**config.mk**
```make
export PLATFORM = sky130hd
export DESIGN_NAME = rcc_top
export DESIGN_NICKNAME = d
export VERILOG_FILES = /design/src/rtl/rcc_pkg.sv /design/src/rtl/rcc_swtrig.sv /design/src/rtl/rcc_cause_reg.sv /design/src/rtl/rcc_pulse.sv /design/src/rtl/rcc_top.sv
export SDC_FILE = /design/constraint.sdc
export NUM_CORES = 1
export LEC_CHECK = 0
export BUFFER_PORTS_ARGS = -buffer_cell sky130_fd_sc_hd__buf_2
export CAP_MARGIN = 10
export CORE_AREA = 2 2 54 56
export DETAILED_ROUTE_END_ITERATION = 7
export DIE_AREA = 0 0 56 58
export GPL_ROUTABILITY_DRIVEN = 1
export PLACE_DENSITY = 0.72
export SLEW_MARGIN = 5
export SYNTH_ARGS = -nofsm -noshare
export SYNTH_HDL_FRONTEND = slang
export SYNTH_SLANG_ARGS = --single-unit
```
**constraint.sdc**
```tcl
create_clock -name clk -period 1.4 [get_ports clk]
set_input_delay 0.14 -clock clk [delete_from_list [all_inputs] [get_ports clk]]
set_output_delay 0.14 -clock clk [all_outputs]
set_load 0.01 [all_outputs]
```
**src/rtl/rcc_pkg.sv**
```systemverilog
package rcc_pkg;
   localparam int unsigned DATA_W     = 32;
   localparam int unsigned NUM_CAUSES = 4;

   typedef enum int unsigned {
      CAUSE_HW    = 0,
      CAUSE_SW    = 1,
      CAUSE_WDOG  = 2,
      CAUSE_SLEEP = 3
   } cause_e;
endpackage

```
**src/rtl/rcc_swtrig.sv**
```systemverilog
// Software request: arms on a write, fires after DELAY edges, then clears itself.
module rcc_swtrig #(
   parameter int unsigned DELAY = 4
) (
   input  logic clk,
   input  logic rst_n,
   input  logic req_i,
   output logic fire_o,
   output logic busy_o
);
   localparam int unsigned CW = (DELAY > 1) ? $clog2(DELAY) : 1;
   localparam logic [CW-1:0] LAST = CW'(DELAY - 1);

   logic          pend;
   logic [CW-1:0] cnt;

   initial begin
      assert (DELAY >= 1) else $error("rcc_swtrig: DELAY must be at least 1");
   end

   always_ff @(posedge clk or negedge rst_n) begin
      if (!rst_n) begin
         pend <= 1'b0;
         cnt  <= '0;
      end else if (pend) begin
         if (cnt == LAST) begin
            pend <= 1'b0;
            cnt  <= '0;
         end else begin
            cnt <= cnt + CW'(1);
         end
      end else if (req_i) begin
         pend <= 1'b1;
         cnt  <= '0;
      end
   end

   assign fire_o = pend && (cnt == LAST);
   assign busy_o = pend;

   // the request clears itself once it has fired
   a_r2_self_clear: assert property (@(posedge clk) disable iff (!rst_n)
      fire_o |=> !pend);
   // a pending request keeps counting and is not restarted by new writes
   a_r10_no_restart: assert property (@(posedge clk) disable iff (!rst_n)
      (pend && cnt != LAST) |=> (pend && cnt == CW'($past(cnt) + CW'(1))));
endmodule

```
**src/rtl/rcc_cause_reg.sv**
```systemverilog
// Sticky cause bits: set by the sources, cleared by writing one, set wins.
module rcc_cause_reg
   import rcc_pkg::*;
#(
   parameter int unsigned N = NUM_CAUSES
) (
   input  logic         clk,
   input  logic         rst_n,
   input  logic [N-1:0] set_i,
   input  logic [N-1:0] clr_i,
   output logic [N-1:0] q_o
);
   initial begin
      assert (N > int'(CAUSE_SLEEP)) else $error("rcc_cause_reg: N too small for all causes");
   end

   for (genvar i = 0; i < N; i++) begin : g_bit
      if (i == int'(CAUSE_HW)) begin : g_hw
         always_ff @(posedge clk or negedge rst_n) begin
            if (!rst_n)          q_o[i] <= 1'b1;
            else if (set_i[i])   q_o[i] <= 1'b1;
            else if (clr_i[i])   q_o[i] <= 1'b0;
         end
      end else begin : g_other
         always_ff @(posedge clk or negedge rst_n) begin
            if (!rst_n)          q_o[i] <= 1'b0;
            else if (set_i[i])   q_o[i] <= 1'b1;
            else if (clr_i[i])   q_o[i] <= 1'b0;
         end
      end

      // a set beats a clear at the same edge
      a_r6_set_wins: assert property (@(posedge clk) disable iff (!rst_n)
         set_i[i] |=> q_o[i]);
      // with no set and no clear the bit holds
      a_r5_hold: assert property (@(posedge clk) disable iff (!rst_n)
         (!set_i[i] && !clr_i[i]) |=> $stable(q_o[i]));
      // a clear with no set empties the bit
      a_r5_clear: assert property (@(posedge clk) disable iff (!rst_n)
         (clr_i[i] && !set_i[i]) |=> !q_o[i]);
   end
endmodule

```
**src/rtl/rcc_pulse.sv**
```systemverilog
// Reset stretcher: any trigger (re)loads a LEN-cycle window.
module rcc_pulse #(
   parameter int unsigned LEN = 8
) (
   input  logic clk,
   input  logic rst_n,
   input  logic trig_i,
   output logic active_o
);
   localparam int unsigned CW = $clog2(LEN + 1);
   localparam logic [CW-1:0] FULL = CW'(LEN);

   logic [CW-1:0] cnt;

   initial begin
      assert (LEN >= 1) else $error("rcc_pulse: LEN must be at least 1");
   end

   always_ff @(posedge clk or negedge rst_n) begin
      if (!rst_n)           cnt <= '0;
      else if (trig_i)      cnt <= FULL;
      else if (cnt != '0)   cnt <= cnt - CW'(1);
   end

   assign active_o = (cnt != '0);

   // every trigger gives a full window
   a_r3_load: assert property (@(posedge clk) disable iff (!rst_n)
      trig_i |=> (cnt == FULL));
   // the window shrinks one step per cycle
   a_r3_count: assert property (@(posedge clk) disable iff (!rst_n)
      (!trig_i && cnt != '0) |=> (cnt == CW'($past(cnt) - CW'(1))));
endmodule

```
**src/rtl/rcc_top.sv**
```systemverilog
module rcc_top
   import rcc_pkg::*;
#(
   parameter int unsigned ADDR_W    = 8,
   parameter int unsigned SW_DELAY  = 4,
   parameter int unsigned PULSE_LEN = 8,
   parameter int unsigned TRIG_OFS  = 'h0,
   parameter int unsigned CAUSE_OFS = 'h4
) (
   input  logic              clk,
   input  logic              hw_rst_n,
   input  logic              wdog_req,
   input  logic              sleep_req,
   input  logic [ADDR_W-1:0] bus_addr,
   input  logic              bus_we,
   input  logic [31:0]       bus_wdata,
   output logic [31:0]       bus_rdata,
   output logic              sys_rst
);
   localparam logic [ADDR_W-1:0] A_TRIG  = ADDR_W'(TRIG_OFS);
   localparam logic [ADDR_W-1:0] A_CAUSE = ADDR_W'(CAUSE_OFS);

   initial begin
      assert (TRIG_OFS != CAUSE_OFS) else $error("rcc_top: register offsets collide");
      assert (CAUSE_OFS < (1 << ADDR_W)) else $error("rcc_top: ADDR_W too small");
   end

   logic                  hit_trig, hit_cause;
   logic                  sw_fire, sw_busy;
   logic [NUM_CAUSES-1:0] cause_set, cause_clr, cause_q;
   logic                  any_event, pulse_on;
   logic                  unused_wdata;

   assign hit_trig  = bus_we && (bus_addr == A_TRIG);
   assign hit_cause = bus_we && (bus_addr == A_CAUSE);

   rcc_swtrig #(.DELAY(SW_DELAY)) u_swtrig (
      .clk    (clk),
      .rst_n  (hw_rst_n),
      .req_i  (hit_trig && bus_wdata[0]),
      .fire_o (sw_fire),
      .busy_o (sw_busy)
   );

   always_comb begin
      cause_set                    = '0;
      cause_set[int'(CAUSE_SW)]    = sw_fire;
      cause_set[int'(CAUSE_WDOG)]  = wdog_req;
      cause_set[int'(CAUSE_SLEEP)] = sleep_req;
      cause_clr = hit_cause ? bus_wdata[NUM_CAUSES-1:0] : '0;
   end

   rcc_cause_reg #(.N(NUM_CAUSES)) u_cause (
      .clk   (clk),
      .rst_n (hw_rst_n),
      .set_i (cause_set),
      .clr_i (cause_clr),
      .q_o   (cause_q)
   );

   assign any_event = sw_fire | wdog_req | sleep_req;

   rcc_pulse #(.LEN(PULSE_LEN)) u_pulse (
      .clk      (clk),
      .rst_n    (hw_rst_n),
      .trig_i   (any_event),
      .active_o (pulse_on)
   );

   assign sys_rst = !hw_rst_n || pulse_on;

   always_comb begin
      if (bus_addr == A_CAUSE) bus_rdata = {{(DATA_W-NUM_CAUSES){1'b0}}, cause_q};
      else                     bus_rdata = '0;
   end

   assign unused_wdata = ^bus_wdata[31:1] ^ sw_busy;

   // reserved bits always read zero
   always_comb begin
      a_r8_reserved_zero: assert (bus_rdata[31:NUM_CAUSES] == '0);
   end
   // the output follows the hardware reset input
   always_comb begin
      if (!hw_rst_n) a_r1_hw_drives_out: assert (sys_rst);
   end
   // a watchdog event sets its bit and keeps the others
   a_r7_accumulate: assert property (@(posedge clk) disable iff (!hw_rst_n)
      (wdog_req && !hit_cause) |=> (cause_q[int'(CAUSE_WDOG)] &&
                                   ((cause_q & $past(cause_q)) == $past(cause_q))));
   // an event always produces the system reset on the next cycle
   a_r3_event_resets: assert property (@(posedge clk) disable iff (!hw_rst_n)
      any_event |=> sys_rst);
endmodule

```
==> results of run 1 <==
[worst max-delay path, cell delays in order, from the launching register on]
cell,delay (ns)
dfrtp_1,0.39
inv_2,0.10
ha_4,0.14
or3b_4,0.38
inv_2,0.05
nand2_1,0.04
buf_2,0.13
[final cells by class]
cell class,instances,share of cell area [%]
Clock buffer,4,2.64
Inverter,6,2.26
Tap cell,31,3.90
Multi-Input combinational cell,70,43.6
Sequential cell,11,27.8
Timing Repair Buffer,32,19.7
[timing repair]
action | CTS | global route
gates resized for setup | 6 | 3
hold endpoints to repair | 10 | 0
buffers inserted | 5 | 2
cloned | 0 | 0
setup endpoints to repair | 1 | 4
hold buffers | 2 | 0
pin swaps | 1 | 5
[metal layers]
layer | up-vias | share of wire [%] | GRT usage, %
met5 | - | 0 | 0
met4 | 0 | 0.85 | 4.08
met3 | 2 | 7.7 | 4.91
met2 | 30 | 54 | 18.7
met1 | 304 | 37 | 11.0
li1 | 311 | - | -
[final timing paths]
path | endpoint | from | cells past startpoint
max | sys_rst | u_pulse.cnt[0]$_DFFE_PN0P_ | 6
min | u_cause.q_o[3]$_DFFE_PN0P_ | bus_wdata[3] | 2
max reg2reg | u_pulse.cnt[0]$_DFFE_PN0P_ | u_pulse.cnt[0]$_DFFE_PN0P_ | 7
min reg2reg | u_cause.q_o[0]$_DFFE_PN1P_ | u_cause.q_o[0]$_DFFE_PN1P_ | 2
max in group asynchronous | u_cause.q_o[1]$_DFFE_PN0P_ | hw_rst_n | 2
min in group asynchronous | u_pulse.cnt[2]$_DFFE_PN0P_ | hw_rst_n | 2
[sequential cells by signal (all words and copies together) (netlist names)]
signal and cells:
u_cause.q_o 4, u_swtrig.cnt 2, u_pulse.cnt 4, u_swtrig.busy_o 1
[power by group through the flow]
stage / registers (mW) / clock network, mW / logic, mW
2_1_floorplan: 0.382 / 0 / 0.204
3_3_place_gp: 0.386 / 0 / 0.199
3_5_place_dp: 0.390 / 0 / 0.210
4_1_cts: 0.383 / 0.227 / 0.245
5_1_grt: 0.388 / 0.245 / 0.297
6_report: 0.384 / 0.222 / 0.260
[cell usage after synthesis]
library cell,n,share of area [%]
buf_4,28,26
dfrtp_1,10,31
inv_1,6,2.8
nor2_1,6,2.8
and3_1,4,3.1
nor2b_1,4,3.1
a31oi_1,3,2.3
ha_1,3,4.6
a21oi_1,2,1.2
a22o_1,2,2.2
nand2_1,2,0.92
nand3_1,2,1.2
nor3_1,2,1.2
a211o_1,1,1.1
a211oi_2,1,1.5
a41oi_1,1,1.1
and2_1,1,0.77
and3b_1,1,1.1
and4_1,1,1.1
conb_1,1,0.46
dfstp_2,1,3.2
mux2i_1,1,1.2
nand2b_1,1,0.77
nor4_4,1,2.6
or3_1,1,0.77
or3b_4,1,1.4
xnor2_1,1,1.1
[kinds of logic after synthesis]
logic type / count (synthesis)
simple gates: 27
fa+ha+maj: 3
flops: 11
compound gates: 10
buf+inv: 34
mux: 1
other cells: 1
xor+xnor: 1
==> flow_summary.yaml, run 1 <==
status:
  outcome: "complete, but fails checks"
  violations: "setup timing"
placement:
  hpwl_um: 1210
  post-place-ws_ns: -0.0262
  place.gp.congestion: 0.740
  placed_cell_area_um2: 865
  numPortBuffers: 21
  dp.cells: 141
pwr:
  p_sw_uw: 269
  p_int_uw: 596
  ir_drop_uv: 427
  p_leak_nw: 0.539
  power.share.combinational_pct: 30.0
  clkPwrFrac_pct: 25.6
  power_frac_seq_pct: 44.4
  p_total_uw: 865
  swShare_pct: 31.1
  power.density_mw_per_mm2: 870
cells_and_area:
  final_cell_mix: "conb_1 (28), buf_2 (21), dfrtp_1 (10)"
  fill_cells: 279
  synthToLayoutAreaGrowth_pct: 22.1
  antenna_cells: 0
  nets: 172
  fin_util_pct: 37.4
  layout-drive-gt1-share_pct: 35.8
  finalNonFillerCells: 154
  multi_input_area_um2: 434
  regArea_um2: 277
  design_area_um2: 995
  final_common_cell: "conb_1"
drt:
  wl_per_cell_um: 10.6
  drt-total-wl_um: 1640
  detail_route.vias_per_cell: 4.20
  drc: 0
  vias: 647
  first_iter_violations: 13
  final_antenna_net_count: 0
  drtPass1Iterations: 4
synth:
  synthCells: 88
  yosys.area_share.xor_xnor_pct: 1.08
  synth_seq_cells: 11
  synth.yosys.seq_area_share_pct: 33.9
  synth_mux_area_share_pct: 1.23
  avgSynthCellArea_um2: 9.26
  synth.distinct_cells: 27
  yosys.area_share.adder_pct: 4.61
  yosys_warnings: 0
  synth-simple-area-share_pct: 20.7
  netlist_area_um2: 815
  synth_compound_area_share_pct: 9.37
  synth_top_family_by_area: "buffers and inverters"
floorplan:
  core.rowCount: 19
  core_mm2: 0.00266
  io_pins: 78
  die_w_um: 56
  die_y_um: 58
  dieArea_mm2: 0.00325
  floorplan.initialDensity_pct: 30.6
clock_tree:
  root_buffer: "clkbuf_4"
  clock_sinks: 11
  cts_tree: "yes"
  h-tree-depth: 1
  clock_latency_ns: 0.27
  clkTransAtPathRegs_ns: 0.07
  ctsLongestPathBuffers: 2
  cts_made_buffers: 3
job:
  maxCapViolations: 0
sta:
  skew_ns: 0.00268
  hold_viol: 0
  drv_slew: 0
  setup_tns_ns: -0.541
  max_freq_mhz: 610
  setup_slack_ns: -0.239
  timing.final.crit_period_ns: 1.64
  setup-violations-final: 3
  rsz0062_at_grt: "yes"
  hold_slack_ns: 0.0519
  period_share_pct: 117
grt:
  grt_first_pass_wirelength_um: 2590
  antenna_found_initial: 0
  grt.overflow.total: 0
  grt_pass1_vias: 611
  grt_usage_pct: 10.6
  grt_max_degree: 11
critical_path:
  reg2reg_slack_ns: -0.18
  worst_ep_arrival_time_ns: 1.50
  path_max_fanout: 2
  critPathKind: "flip-flop to output pin"
  cp-start-kind: "flip-flop"
  crit_path_end_kind: "output pin"
  cp.required_ns: 1.26
min_path:
  min_path_type: "input pin to flip-flop"
No activity file was read; power rests on OpenSTA's default activity.
==> inputs of run 2 (changes only) <==
CORE_AREA = 2 2 49 51   (was 2 2 54 56)
DIE_AREA = 0 0 51 53   (was 0 0 56 58)
PLACE_DENSITY = 0.83   (was 0.72)
clock period = 2 ns   (was 1.4 ns; I/O delays follow)
==> run 2 against run 1 <==
Cell area is 11% lower. Clock skew is 0.00089 ns higher. Routed wire length is 21% lower. Critical path type unchanged. Total power is 35% lower. The flow now finishes without violations. Register-to-register slack better by 0.77 ns. Core utilization is 3.7 points higher. Critical endpoint unchanged. First-iteration DRC count is 54% lower.
==> flow_summary.yaml, run 2 (synthesis gave the netlist of run 1 again) <==
clock_tree:
  cts_made_buffers: 3
  root_buffer: "clkbuf_4"
  cts_tree: "yes"
  clock_latency_ns: 0.27
  h-tree-depth: 1
  ctsLongestPathBuffers: 2
  clock_sinks: 11
  post_cts_resized: 0
  clkTransAtPathRegs_ns: 0.07
placement:
  dp.cells: 136
  placed_cell_area_um2: 846
  numPortBuffers: 21
  place.gp.congestion: 0.746
  hpwl_um: 1100
critical_path:
  crit_path_end_kind: "output pin"
  cp.required_ns: 1.80
  r2r_start: "u_pulse.cnt[0]$_DFFE_PN0P_"
  regToRegEndpoint: "u_pulse.cnt[0]$_DFFE_PN0P_"
  path_max_fanout: 4
  cp-start-kind: "flip-flop"
  r2r_cells: 5
  critPathKind: "flip-flop to output pin"
  worst_ep_arrival_time_ns: 1.62
  reg2reg_slack_ns: 0.59
pwr:
  p_int_uw: 390
  power.density_mw_per_mm2: 636
  clkPwrFrac_pct: 26.4
  p_sw_uw: 171
  power_frac_seq_pct: 48.0
  p_leak_nw: 0.485
  ir_drop_uv: 422
  power.share.combinational_pct: 25.6
  swShare_pct: 30.5
sta:
  drv_slew: 0
  rsz0062_at_grt: "no"
  hold_slack_ns: 0.111
  hold_viol: 0
  period_share_pct: 90.9
  skew_ns: 0.00357
  setup_tns_ns: 0
  timing.final.crit_period_ns: 1.82
  setup-violations-final: 0
  max_freq_mhz: 550
grt:
  grt_usage_pct: 10.8
  grt_pass1_vias: 541
  grt.overflow.total: 0
  antenna_found_initial: 0
  grt_max_degree: 13
  grt_first_pass_wirelength_um: 2130
cells_and_area:
  final_cell_mix: "conb_1 (28), buf_2 (21), dfrtp_1 (10)"
  layout-drive-gt1-share_pct: 24.8
  largestRegisters: "u_cause.q_o: 4 flops, u_pulse.cnt: 4 flops, u_swtrig.cnt: 2 flops"
  fin_util_pct: 41.1
  nets: 162
  antenna_cells: 0
  final_common_cell: "conb_1"
  synthToLayoutAreaGrowth_pct: 8.29
  design_area_um2: 882
  finalNonFillerCells: 141
job:
  maxCapViolations: 0
drt:
  topRoutingLayerUsed: "met4"
  wl_met2_um: 646
  vias: 618
  first_iter_violations: 6
  drc: 0
  final_antenna_net_count: 0
  detail_route.vias_per_cell: 4.38
  wl_met3_um: 130
  wl_per_cell_um: 9.18
  drtPass1Iterations: 4
  wl_met1_um: 496
  drt-total-wl_um: 1300
min_path:
  min_path_cells: 2
  whs_endpoint: "u_cause.q_o[0]$_DFFE_PN1P_"
  min_path_type: "input pin to flip-flop"
  hp-start: "bus_we"
floorplan:
  io_pins: 78
  die_w_um: 51
  core_mm2: 0.00215
  die_y_um: 53
  dieArea_mm2: 0.00270
  core.rowCount: 17
  floorplan.initialDensity_pct: 37.9
status:
  outcome: "completed"
-- run 2: how the worst max path moves through the flow --
stage / cells after the start / end / slack [ns] / start
3_3_place_gp: 6 / sys_rst / 0.49 / u_pulse.cnt[0]$_DFFE_PN0P_
2_1_floorplan: 5 / sys_rst / 0.64 / u_pulse.cnt[0]$_DFFE_PN0P_
3_5_place_dp: 6 / sys_rst / 0.47 / u_pulse.cnt[0]$_DFFE_PN0P_
5_1_grt: 6 / sys_rst / 0.06 / u_pulse.cnt[0]$_DFFE_PN0P_
6_report: 6 / sys_rst / 0.18 / u_pulse.cnt[0]$_DFFE_PN0P_
4_1_cts: 6 / sys_rst / 0.17 / u_pulse.cnt[0]$_DFFE_PN0P_
-- run 2: power groups by stage --
stage,Clock [mW],Sequential (mW),Combinational [mW]
CTS,0.154,0.269,0.145
global route,0.168,0.272,0.161
detailed placement,0,0.272,0.143
floorplan,0,0.268,0.143
finish,0.148,0.269,0.144
global placement,0,0.271,0.132
-- run 2: what timing repair did --
action	4_1_cts	5_1_grt
hold buffers	1	0
buffers inserted	0	0
hold endpoints to repair	10	0
-- run 2: worst max-delay path, stage by stage, from the launching register on --
cell	delay, ns
dfrtp_1	0.40
inv_1	0.09
ha_1	0.19
or3b_4	0.42
inv_1	0.06
nand2_1	0.04
buf_2	0.15
-- run 2: per-layer routing --
metal / GRT usage, % / vias up
li1: - / 289
met1: 11.4 / 284
met2: 18.4 / 41
met3: 4.52 / 4
met4: 5.41 / 0
met5: 0 / -
-- run 2: metrics by stage --
stage	worst slack, ns	total power, mW
2_1_floorplan	0.643	0.410
3_3_place_gp	0.495	0.403
3_5_place_dp	0.466	0.415
4_1_cts	0.169	0.567
5_1_grt	0.0643	0.602
6_report	0.181	0.561
-- run 2: layout make-up --
class	instances	area (um^2)
timing repair buffer	22	115
tap	28	35.0
inverter	6	22.5
multi-input combinational	70	407
fill	222	1270
sequential	11	277
clock buffer	4	26.3
